===== config.mk =====
export PLATFORM = sky130hd
export DESIGN_NAME = sio_port
export DESIGN_NICKNAME = d
export VERILOG_FILES = /design/src/rtl/sio_port.sv
export SDC_FILE = /design/constraint.sdc
export NUM_CORES = 1
export LEC_CHECK = 0
export BUFFER_PORTS_ARGS = -buffer_cell sky130_fd_sc_hd__buf_2
export CORE_MARGIN = 3
export CORE_UTILIZATION = 57
export DETAILED_ROUTE_END_ITERATION = 8
export PLACE_DENSITY = 0.78
export SLEW_MARGIN = 25
export SYNTH_ARGS = -nofsm -noshare
export SYNTH_HDL_FRONTEND = slang
export SYNTH_SLANG_ARGS = --single-unit
export TNS_END_PERCENT = 10

===== constraint.sdc =====
create_clock -name clk -period 4 [get_ports clk]
set_input_delay 0.2 -clock clk [delete_from_list [all_inputs] [get_ports clk]]
set_output_delay 0.2 -clock clk [all_outputs]
set_load 0.02 [all_outputs]

===== src/rtl/sio_port.sv =====
module sio_port (
  input  logic        clk,
  input  logic        rst_n,
  input  logic        ctl_we,
  input  logic [10:0] ctl_wdata,
  input  logic        tx_we,
  input  logic [15:0] tx_wdata,
  output logic        obe,
  input  logic        rx_re,
  output logic [15:0] rx_rdata,
  output logic        ibf,
  output logic        sclk_o,
  output logic        sfs_o,
  output logic        sdo,
  input  logic        rx_fs,
  input  logic        rx_d
);

  function automatic logic [15:0] rev16(input logic [15:0] v);
    for (int i = 0; i < 16; i++) rev16[i] = v[15-i];
  endfunction

  function automatic logic [7:0] rev8(input logic [7:0] v);
    for (int i = 0; i < 8; i++) rev8[i] = v[7-i];
  endfunction

  logic [10:0] ctl;
  logic [3:0]  div_cnt;
  logic        tick;
  logic [4:0]  len;

  wire [1:0] rate  = ctl[1:0];
  wire       lsb   = ctl[2];
  wire       wide  = ctl[3];
  wire       mp    = ctl[4];
  wire [2:0] own   = ctl[7:5];
  wire [2:0] dest  = ctl[10:8];

  assign tick   = {1'b0, div_cnt} >= ((5'd2 << rate) - 5'd1);
  assign sclk_o = {1'b0, div_cnt} >= (5'd1 << rate);
  assign len    = (wide ? 5'd16 : 5'd8) + (mp ? 5'd3 : 5'd0);

  always_ff @(posedge clk or negedge rst_n)
    if (!rst_n) ctl <= '0;
    else if (ctl_we) ctl <= ctl_wdata;

  always_ff @(posedge clk or negedge rst_n)
    if (!rst_n) div_cnt <= '0;
    else div_cnt <= tick ? 4'd0 : div_cnt + 4'd1;

  // transmit
  logic [15:0] obuf, tx_ord;
  logic [18:0] tx_sh;
  logic [4:0]  tx_bits;

  always_comb
    if (wide) tx_ord = lsb ? rev16(obuf) : obuf;
    else      tx_ord = {lsb ? rev8(obuf[7:0]) : obuf[7:0], 8'h00};

  always_ff @(posedge clk or negedge rst_n)
    if (!rst_n) begin
      obe <= 1'b1; obuf <= '0; tx_sh <= '0; tx_bits <= '0;
      sfs_o <= 1'b0; sdo <= 1'b0;
    end else begin
      if (tx_we) obuf <= tx_wdata;
      if (tx_we) obe <= 1'b0;
      else if (tick && tx_bits == 5'd0 && !obe) obe <= 1'b1;
      if (tick) begin
        if (tx_bits != 5'd0) begin
          sfs_o   <= 1'b0;
          sdo     <= tx_sh[18];
          tx_sh   <= {tx_sh[17:0], 1'b0};
          tx_bits <= tx_bits - 5'd1;
        end else if (!obe) begin
          sfs_o   <= 1'b1;
          sdo     <= 1'b0;
          tx_bits <= len;
          tx_sh   <= mp ? {dest, tx_ord} : {tx_ord, 3'b000};
        end else begin
          sfs_o <= 1'b0;
          sdo   <= 1'b0;
        end
      end
    end

  // receive
  logic [18:0] rx_sh, rx_full;
  logic [4:0]  rx_bits;
  logic [15:0] rx_word;
  logic [2:0]  rx_addr;
  logic        rx_done, rx_take;

  assign rx_full = {rx_sh[17:0], rx_d};
  assign rx_addr = wide ? rx_full[18:16] : rx_full[10:8];
  assign rx_done = tick && rx_bits == 5'd1;
  assign rx_take = rx_done && (!mp || rx_addr == own);

  always_comb
    if (wide) rx_word = lsb ? rev16(rx_full[15:0]) : rx_full[15:0];
    else      rx_word = {8'h00, lsb ? rev8(rx_full[7:0]) : rx_full[7:0]};

  always_ff @(posedge clk or negedge rst_n)
    if (!rst_n) begin
      rx_sh <= '0; rx_bits <= '0; rx_rdata <= '0; ibf <= 1'b0;
    end else begin
      if (tick) begin
        if (rx_bits != 5'd0) begin
          rx_sh   <= rx_full;
          rx_bits <= rx_bits - 5'd1;
        end else if (rx_fs) begin
          rx_bits <= len;
        end
      end
      if (rx_take) begin
        rx_rdata <= rx_word;
        ibf      <= 1'b1;
      end else if (rx_re) begin
        ibf <= 1'b0;
      end
    end

  a_r6_write_clears_empty: assert property (@(posedge clk) disable iff (!rst_n)
    tx_we |=> !obe);
  a_r6_empty_with_sync: assert property (@(posedge clk) disable iff (!rst_n)
    $rose(sfs_o) && !$past(tx_we) |-> obe);
  a_r3_sync_one_bit: assert property (@(posedge clk) disable iff (!rst_n)
    sfs_o && tick |=> !sfs_o);
  a_r2_hold_within_bit: assert property (@(posedge clk) disable iff (!rst_n)
    !tick |=> $stable(sdo) && $stable(sfs_o));
  a_r8_read_clears_full: assert property (@(posedge clk) disable iff (!rst_n)
    rx_re && !tick |=> !ibf);
  a_r9_foreign_ignored: assert property (@(posedge clk) disable iff (!rst_n)
    rx_done && mp && rx_addr != own |=> $stable(rx_rdata));

endmodule


==> run summary <==
The run gives 0.8538 as the weighted congestion at the end of routability-driven global placement. The final-report setup violation count is 0, and the number of register bits inferred by synthesis is 98. The first global-routing pass estimated 16.89 mm of wire. The remaining max-slew budget at the tightest pin is 43.13%, and the global routing usage summed across all routing layers is 20.93%. The top fanout value on the critical path is 25, and the signed area change from the synthesized netlist to the final layout is 9.909%. Of the total synthesized cell area, the portion taken by AND, OR, NAND and NOR gates is 10.13%.

Row generation in the floorplan step produced 33 rows. Setup total negative slack on the finished layout was measured at 0 ns. After synthesis, the mean cell area works out to 10.83 um2. The number of buffers added to fix hold violations after cts is 1, and the remaining antenna violation count is 0.

No sink is reached through more buffers than the 2 on the longest clock path. The gate count of the mapped netlist came out at 470. The core region is 8423 um2.

The via-per-instance ratio came out at 5.741. From left edge to right edge, the die measures 100.5 um. The tools report the nature of the critical path endpoint as a register. The run gives 48.22% as the share of synthesized area occupied by flip-flops and latches. The share of synthesized registers carrying an async set or reset is 100.0%. Portion of netlist area occupied by mux cells: 21.61%. The clock period minus worst slack is 2.739 ns, and the total congestion overflow is 0. The CTS H-tree depth came out at 3.

The clock transition at the registers of the reported paths was 0.11 ns; the critical path arrival was 3.01 ns. TritonCTS built the clock tree. The number of flops mapped to enable cells by yosys came out at 0.

The die covers 10100 um2. The number of antenna diodes in the final layout is 0. The type of the worst setup path is reg -> reg. TritonCTS created 9 clock buffers. The leakage power is 2.655 nW, and the total of buffers placed on input and output ports is 54. Static timing analysis puts the maximum clock frequency at 365.1 MHz.

Detailed placement ended at an HPWL of 7.068 mm. Clock tree synthesis selected as its root buffer the cell sky130_fd_sc_hd__clkbuf_8. Entering global routing, the biggest net connects 69 pins. Setup repair after global routing left no endpoint under its margin.

The number of slew-limit violations in the final report came out at 0. STA classifies the critical path startpoint as a register. Post-synthesis net count: 515. The fraction of power consumed by the clock network is 15.7%. The logs give 0 for the initial antenna violation count and 2.299 mW for the internal power.

The run gives 3.827 mW as the total power consumption of the routed design. Clock latency on the worst-skew pair, taken at its later pin, is 0.37 ns. The path class of the tightest hold or removal check is in -> reg. Detail-routed net length per standard cell: 16.33 um. The DRC violation count after routing was 0. The most instantiated flip-flop cell in the synthesis netlist is sky130_fd_sc_hd__dfrtp_1. The via total after detailed routing came out at 3571. Once the clock tree was built, the setup fixing pass inserted 0 buffers. The ratio of cells with drive above 1 in the final layout was 29.79%; the number of DRC markers after the initial detailed-route iteration was 166.

For the worst setup path, the data required time is 4.27 ns. In this run the power density over the cells is 684.3 nW/um2. The run finished with clean final reports.

The number of ports placed on the die boundary was 55; the switching part of the total power was 39.93%. After synthesis, the largest family of logic cells by area is multiplexers. Of the total synthesized cell area, the portion taken by full adders, half adders and majority gates is 2.705%.

The switching power came out at 1.528 mW. The tools report the fill cell total of the finished layout as 676. The CTS sink count came out at 98. In this run, flip-flops and latches consume 42.3% of the power. For this run, the post-layout net count is 557. Wires add up to 10.16 mm. The synthesized netlist occupies a cell area of 5089 um2. The tools report the worst-case clock skew as 0.01506 ns. IR analysis of the VDD net gives a maximum drop of 0.4548 mV.

Post-CTS repair changed the size of 0 cells. The parity-gate share of the synthesized area counting xor and xnor cells is 0.8606%, and the utilization after layout is 66.40%. The run gives 3540 as the number of global-route vias before repair. The tools report the hold violation count in the final report as 0.

Combinational logic burns 41.9% of the power. The actual transition at the worst max-transition pin came out at 0.8531 ns. The tool flagged a number of max-cap violations equal to 0. Before antenna repair, the detailed router went through 4 iterations. In this run the vertical extent of the chip is 100.5 um. Starting density of the core: 60.41%. The run gives 0 as the number of warnings issued by yosys.

Summing the areas of all compound-gate instances in the mapped netlist gives 12.79% of the synthesized area. The count of distinct cell types in the synthesized netlist is 46. After layout, the worst path uses 68.47% of the clock period.
## sequential cells by signal (all words and copies together), names as in the netlist
signal and flops:
rx_bits 5, obe 1, rx_rdata 16, div_cnt 4, ibf 1, tx_sh 19, ctl 11, obuf 16
sfs_o 1, rx_sh 18, sdo 1, tx_bits 5
## power by group through the flow
stage / Combinational [mW] / Clock [mW] / Sequential, mW
final: 1.61 / 0.602 / 1.62
after global routing: 1.79 / 0.659 / 1.67
after CTS: 1.62 / 0.618 / 1.62
after detailed placement: 1.62 / 0 / 1.63
after global placement: 1.54 / 0 / 1.62
after floorplan: 1.19 / 0 / 1.64
## synth_stat cells, drive strengths merged (8+ instances only)
master	count	area share, %
dfrtp	97	48
mux2	68	16
nand2	49	3.6
o21ai	39	3.8
mux2i	30	5.9
nor2	30	2.3
a21oi	24	2.4
buf	17	1.8
clkbuf	13	0.96
inv	12	0.89
ha	11	2.7
o211ai	11	1.7
nor2b	9	1.1
nor3	8	0.89
## area by class of cell
type / instances / area (um2) / area share (%)
Sequential cell: 98 / 2455 / 43.89
Multi-Input combinational cell: 330 / 2447 / 43.76
Timing Repair Buffer: 61 / 330.3 / 5.906
Tap cell: 105 / 131.4 / 2.349
Clock buffer: 9 / 123.9 / 2.215
Clock inverter: 7 / 60.06 / 1.074
Inverter: 12 / 45.04 / 0.8054
## critical path, stage by stage, from the launching register on
cell and delay [ns]:
sky130_fd_sc_hd__dfrtp_1 0.40, sky130_fd_sc_hd__inv_1 0.08, sky130_fd_sc_hd__ha_1 0.16, sky130_fd_sc_hd__or3b_2 0.48, sky130_fd_sc_hd__nor2_1 0.53, sky130_fd_sc_hd__a21o_1 0.69
sky130_fd_sc_hd__a211oi_1 0.12, sky130_fd_sc_hd__a21o_1 0.19
## stage by stage
step	hold slack [ns]	worst slack [ns]	area (um2)	std cells
5_1_grt	0.04661	1.025	5593	622
3_3_place_gp	0.3643	1.404	5389	604
4_1_cts	0.004881	1.274	5583	621
6_report	0.04472	1.261	5593	622
3_5_place_dp	0.3683	1.291	5389	604
2_1_floorplan	-0.09559	1.905	5089	470
## per-layer routing
| metal | global-route usage, % | wire length, um |
|---|---|---|
| met1 | 26.62 | 4451 |
| met2 | 36.65 | 5208 |
| met3 | 4.567 | 373 |
| met5 | 0 | 0 |
| met4 | 4.767 | 123 |
## layout by cell type, fill, tap and decap left out, types with 10 or more instances in the layout
master                     Yosys  layout
sky130_fd_sc_hd__dfrtp_1      97      96
sky130_fd_sc_hd__mux2_2       59      59
sky130_fd_sc_hd__buf_2         9      53
sky130_fd_sc_hd__nand2_1      49      49
sky130_fd_sc_hd__o21ai_0      39      39
sky130_fd_sc_hd__mux2i_1      30      30
sky130_fd_sc_hd__nor2_1       29      29
sky130_fd_sc_hd__a21oi_1      23      23
sky130_fd_sc_hd__inv_1        12      12
sky130_fd_sc_hd__ha_1         11      11
sky130_fd_sc_hd__o211ai_1     10      10
## cell families after synthesis
family / Yosys count
compound gates: 102
xor+xnor: 5
fa+ha+maj: 11
buf+inv: 42
flops: 98
mux: 98
simple gates: 114
## path summary, 6_finish.rpt
check / startpoint / end / slack (ns) / cells after the start
min in group asynchronous: rst_n / tx_sh[5] / 0.46 / 2
worst max register to register: tx_bits[0] / tx_sh[11] / 1.26 / 7
max in group asynchronous: rst_n / obe / 2.58 / 3
worst max-delay path: tx_bits[0] / tx_sh[11] / 1.26 / 7
worst min-delay path: ctl_wdata[1] / ctl[1] / 0.04 / 3
worst min register to register: sfs_o / sfs_o / 0.48 / 2
Power figures use the tool's default switching activity.
